`src/rtl/pump_ctl_pkg.sv`:
```
package pump_ctl_pkg;
   // Implementation choice for the pump decision register
   typedef enum logic {
      FORM_SUM_OF_PRODUCTS = 1'b0,
      FORM_SET_RESET       = 1'b1
   } state_form_e;

   localparam int unsigned NUM_SWITCHES = 2;
   localparam int unsigned IDX_LOW      = 0;
   localparam int unsigned IDX_HIGH     = 1;
endpackage

```
`src/rtl/lvl_sync.sv`:
```
module lvl_sync #(
   parameter int unsigned STAGES = 2
) (
   input  logic clk,
   input  logic rst,
   input  logic din,
   output logic dout
);
   if (STAGES < 2) begin : g_bad_stages
      $error("lvl_sync: STAGES must be at least 2");
   end

   logic [STAGES-1:0] chain;

   always_ff @(posedge clk) begin
      if (rst) chain <= '0;
      else     chain <= {chain[STAGES-2:0], din};
   end

   assign dout = chain[STAGES-1];
endmodule

```
`src/rtl/lvl_debounce.sv`:
```
module lvl_debounce #(
   parameter int unsigned STABLE_CYCLES = 16
) (
   input  logic clk,
   input  logic rst,
   input  logic din,
   output logic dout
);
   if (STABLE_CYCLES < 2) begin : g_bad_window
      $error("lvl_debounce: STABLE_CYCLES must be at least 2");
   end

   localparam int unsigned CW = $clog2(STABLE_CYCLES + 1);
   localparam logic [CW-1:0] LAST = CW'(STABLE_CYCLES - 1);

   logic [CW-1:0] run_cnt;

   always_ff @(posedge clk) begin
      if (rst) begin
         dout    <= 1'b0;
         run_cnt <= '0;
      end else if (din == dout) begin
         run_cnt <= '0;
      end else if (run_cnt == LAST) begin
         dout    <= din;
         run_cnt <= '0;
      end else begin
         run_cnt <= run_cnt + 1'b1;
      end
   end
endmodule

```
`src/rtl/pump_state_reg.sv`:
```
module pump_state_reg
   import pump_ctl_pkg::*;
#(
   parameter state_form_e STATE_FORM = FORM_SUM_OF_PRODUCTS
) (
   input  logic clk,
   input  logic rst,
   input  logic lvl_low,
   input  logic lvl_high,
   output logic run_q
);
   logic run_d;

   if (STATE_FORM == FORM_SUM_OF_PRODUCTS) begin : g_sop
      always_comb run_d = lvl_high | (lvl_low & run_q);
   end else begin : g_sr
      logic set_req;
      logic clr_req;
      assign set_req = lvl_high;
      assign clr_req = ~(lvl_high | lvl_low);
      always_comb begin
         if (set_req)      run_d = 1'b1;
         else if (clr_req) run_d = 1'b0;
         else              run_d = run_q;
      end
   end

   always_ff @(posedge clk) begin
      if (rst) run_q <= 1'b0;
      else     run_q <= run_d;
   end
endmodule

```
`src/rtl/pump_hyst_ctrl.sv`:
```
module pump_hyst_ctrl
   import pump_ctl_pkg::*;
#(
   parameter int unsigned SYNC_STAGES   = 2,
   parameter int unsigned STABLE_CYCLES = 16,
   parameter state_form_e STATE_FORM    = FORM_SUM_OF_PRODUCTS
) (
   input  logic clk,
   input  logic rst,
   input  logic low_sw,
   input  logic high_sw,
   output logic pump_on,
   output logic sensor_fault
);
   logic [NUM_SWITCHES-1:0] raw_lvl;
   logic [NUM_SWITCHES-1:0] sync_lvl;
   logic [NUM_SWITCHES-1:0] deb_lvl;

   assign raw_lvl[IDX_LOW]  = low_sw;
   assign raw_lvl[IDX_HIGH] = high_sw;

   for (genvar i = 0; i < NUM_SWITCHES; i++) begin : g_sw
      lvl_sync #(.STAGES(SYNC_STAGES)) u_sync (
         .clk (clk),
         .rst (rst),
         .din (raw_lvl[i]),
         .dout(sync_lvl[i])
      );
      lvl_debounce #(.STABLE_CYCLES(STABLE_CYCLES)) u_deb (
         .clk (clk),
         .rst (rst),
         .din (sync_lvl[i]),
         .dout(deb_lvl[i])
      );
   end

   pump_state_reg #(.STATE_FORM(STATE_FORM)) u_state (
      .clk     (clk),
      .rst     (rst),
      .lvl_low (deb_lvl[IDX_LOW]),
      .lvl_high(deb_lvl[IDX_HIGH]),
      .run_q   (pump_on)
   );

   // Sticky flag for upper float wet while lower reads dry
   always_ff @(posedge clk) begin
      if (rst)
         sensor_fault <= 1'b0;
      else if (deb_lvl[IDX_HIGH] && !deb_lvl[IDX_LOW])
         sensor_fault <= 1'b1;
   end
endmodule

```
`config.mk`:
```
export PLATFORM = sky130hd
export DESIGN_NAME = pump_hyst_ctrl
export DESIGN_NICKNAME = d
export VERILOG_FILES = /design/src/rtl/pump_ctl_pkg.sv /design/src/rtl/lvl_sync.sv /design/src/rtl/lvl_debounce.sv /design/src/rtl/pump_state_reg.sv /design/src/rtl/pump_hyst_ctrl.sv
export SDC_FILE = /design/constraint.sdc
export NUM_CORES = 1
export LEC_CHECK = 0
export BUFFER_PORTS_ARGS = -buffer_cell sky130_fd_sc_hd__buf_2
export CORE_AREA = 2 2 39 41
export CTS_CLUSTER_SIZE = 12
export DETAILED_ROUTE_END_ITERATION = 8
export DIE_AREA = 0 0 41 43
export PLACE_DENSITY = 0.67
export SYNTH_ARGS = -nofsm -noshare
export SYNTH_HDL_FRONTEND = slang
export SYNTH_SLANG_ARGS = --single-unit
```
`constraint.sdc`:
```
create_clock -name clk -period 2 [get_ports clk]
set_clock_uncertainty 0.15 [all_clocks]
set_input_delay 0.6 -clock clk [delete_from_list [all_inputs] [get_ports clk]]
set_output_delay 0.6 -clock clk [all_outputs]
set_load 0.01 [all_outputs]
```
==> results.ini <==
[place]
place_ws_ns = 0.353
place_hpwl_um = 619
place_congestion = 0.711
dp.cells = 82
placed_area_um2 = 679
port-buffer-count = 5

[pwr]
powerDensity_nw_per_um2 = 779
power_mw = 0.547
ir_drop_v = 0.000488
leakagePower_nw = 0.280

[global_route]
grt_max_degree = 11
use_met2_pct = 19.4
top_usage_layer = met2
grt_usage_pct = 13.7
grt_pass1_wl_um = 1500
grt_pass1_vias = 416
use_met1_pct = 14.4
grt_remaining_overflow = 0
antenna_found_initial = 0
use_met3_pct = 4.71

[clock_network]
h-tree-depth = 1
path_clk_slew_ns = 0.09
clkLatencyLatePin_ns = 0.28
root_buffer = clkbuf_4
cts_setup_buffers = 0
cts_hold_buf = 0
clock-sinks = 18
cts_resized = 0
cts_tree = yes
clock_path_buffers = 2
cts-buffers-inserted = 3

[floorplanning]
rows = 14
die_h_um = 43
die-area_um2 = 1760
initial_utilization_pct = 46.1
core_um2 = 1380
io_pins = 6
die_x_um = 41

[timing]
tns_ns = 0
holdWs_ns = 0.294
period_share_pct = 83.3
slew_violations = 0
fin_ws_ns = 0.334
max-slew-margin-rel_pct = 91.4
grt_setup_unrepaired = no
setup-violations-final = 0
fmax_mhz = 600
min_period_ns = 1.67
hold_viol = 0
worstMarginPinSlew_ns = 0.125

[setup_path]
cp_slowest_stage_delay_ns = 0.41
reg2reg_from = g_sw[0].u_deb.run_cnt[0]
path_cells = ha_1 > and3_1 > ha_1 > or3_4 > nor2_1
worstPathRequired_ns = 2.08
worstPathArrival_ns = 1.75
endpoint_kind = flip-flop
r2r_slack_ns = 0.33
crit_type = reg -> reg
path_max_fanout = 5
r2r-end = g_sw[0].u_deb.run_cnt[3]
critPathLaunchType = flip-flop
crit_top_cell = ha_1
r2r_cells = 5
critPathSlowestCell = or3_4

[finish]
seq_area_um2 = 360
final_util_pct = 50.7
multi_input_area_um2 = 255
fill_cells = 131
drive_gt1_share_pct = 14.5
syn_to_final_growth_pct = 10.0
stdcell_area_um2 = 702
fin_cells = 85
num_antenna_cells = 0
finalNetCount = 79

[routing]
drt_pass1_iterations = 3
vias_per_cell = 4.74
drtAntennaViolNets = 0
post_drt_wl_per_cell_um = 9.22
num_vias = 403
drt_iter0_markers = 5
drc = 0
routed_wl_um = 784

[worst_hold_path]
min_from = g_sw[0].u_deb.run_cnt[0]
whs_path_depth = 1
hold_path_end = g_sw[0].u_deb.run_cnt[0]
hp-class = reg -> reg

[outcome]
status = complete, no violations

[synthesis]
synth-seq-cells = 18
synthCells = 62
synth_fp_nets = 70
synth.avg_cell_area_um2 = 10.3
seq_area_frac_synth_pct = 56.5
synth.distinct_cells = 13
netlist_area_um2 = 638
yosysWarnings = 0

[job]
drv_cap = 0

==> how the worst max path moves through the flow <==
stage | startpoint | to | slack (ns) | depth (start not counted)
floorplan | g_sw[0].u_deb.run_cnt[0] | g_sw[0].u_deb.run_cnt[2] | 0.41 | 5
global route | g_sw[0].u_deb.run_cnt[0] | g_sw[0].u_deb.run_cnt[3] | 0.22 | 5
global placement | g_sw[0].u_deb.run_cnt[0] | g_sw[0].u_deb.run_cnt[2] | 0.37 | 5
finish | g_sw[0].u_deb.run_cnt[0] | g_sw[0].u_deb.run_cnt[3] | 0.33 | 5
detailed placement | g_sw[0].u_deb.run_cnt[0] | g_sw[0].u_deb.run_cnt[1] | 0.35 | 5
CTS | g_sw[0].u_deb.run_cnt[0] | g_sw[0].u_deb.run_cnt[1] | 0.33 | 5
==> layout make-up <==
| type | count | share of cell area [%] |
|---|---|---|
| timing repair buffer | 5 | 3.57 |
| multi-input combinational | 38 | 36.4 |
| inverter | 5 | 2.67 |
| sequential | 18 | 51.3 |
| tap | 16 | 2.85 |
| clock buffer | 3 | 3.21 |
==> synthesized netlist by cell type (all sizes together) <==
master  instances  area share, %
and3            2            2.0
xnor2           4            5.5
dfxtp          18             56
clkbuf          1           0.59
nor2           14            8.2
or3             2            3.5
nor2b           4            3.9
a21oi           2            1.6
mux2i           2            3.1
xor2            2            2.7
ha              4            7.8
inv             5            2.9
nand3           2            1.6
==> kinds of logic after synthesis <==
logic type	Yosys count	share of synthesized area [%]
adders and majority gates	4	7.84
xor gates and xnor gates	6	8.24
buffers and inverters	6	3.53
muxes	2	3.14
AOI/OAI and AO/OA	2	1.57
DFF	18	56.5
and+or+nand+nor	24	19.2
==> critical path: cells and delay by family (launching register included) <==
family                   cells  cell delay (ns)
AND/OR/NAND/NOR              3             0.70
flip-flops                   1             0.33
adder cells (fa/ha/maj)      2             0.42
==> metal layers <==
layer	wire [um]	up-vias
met3	22	3
li1	-	211
met4	30	0
met5	0	-
met2	375	9
met1	355	180
==> layout by cell type, fill, tap and decap left out <==
master / instances
a21oi_1: 2
and3_1: 2
buf_2: 5
clkbuf_4: 3
dfxtp_1: 18
ha_1: 4
inv_1: 5
mux2i_1: 2
nand3_1: 2
nor2_1: 14
nor2b_1: 4
or3_4: 2
xnor2_1: 4
xor2_1: 2
==> sequential cells by signal (all words and copies together) (netlist names) <==
name,count
g_sw.u_deb.dout,2
u_state.run_q,1
g_sw.u_deb.run_cnt,10
g_sw.u_sync.chain,4
sensor_fault,1
==> power breakdown <==
part / internal, mW / switching, mW / total, mW
Clock: 0.0700 / 0.0985 / 0.168
Combinational: 0.00707 / 0.00625 / 0.0133
Sequential: 0.363 / 0.00224 / 0.365
Note: power is estimated with default switching activity, not from simulation.
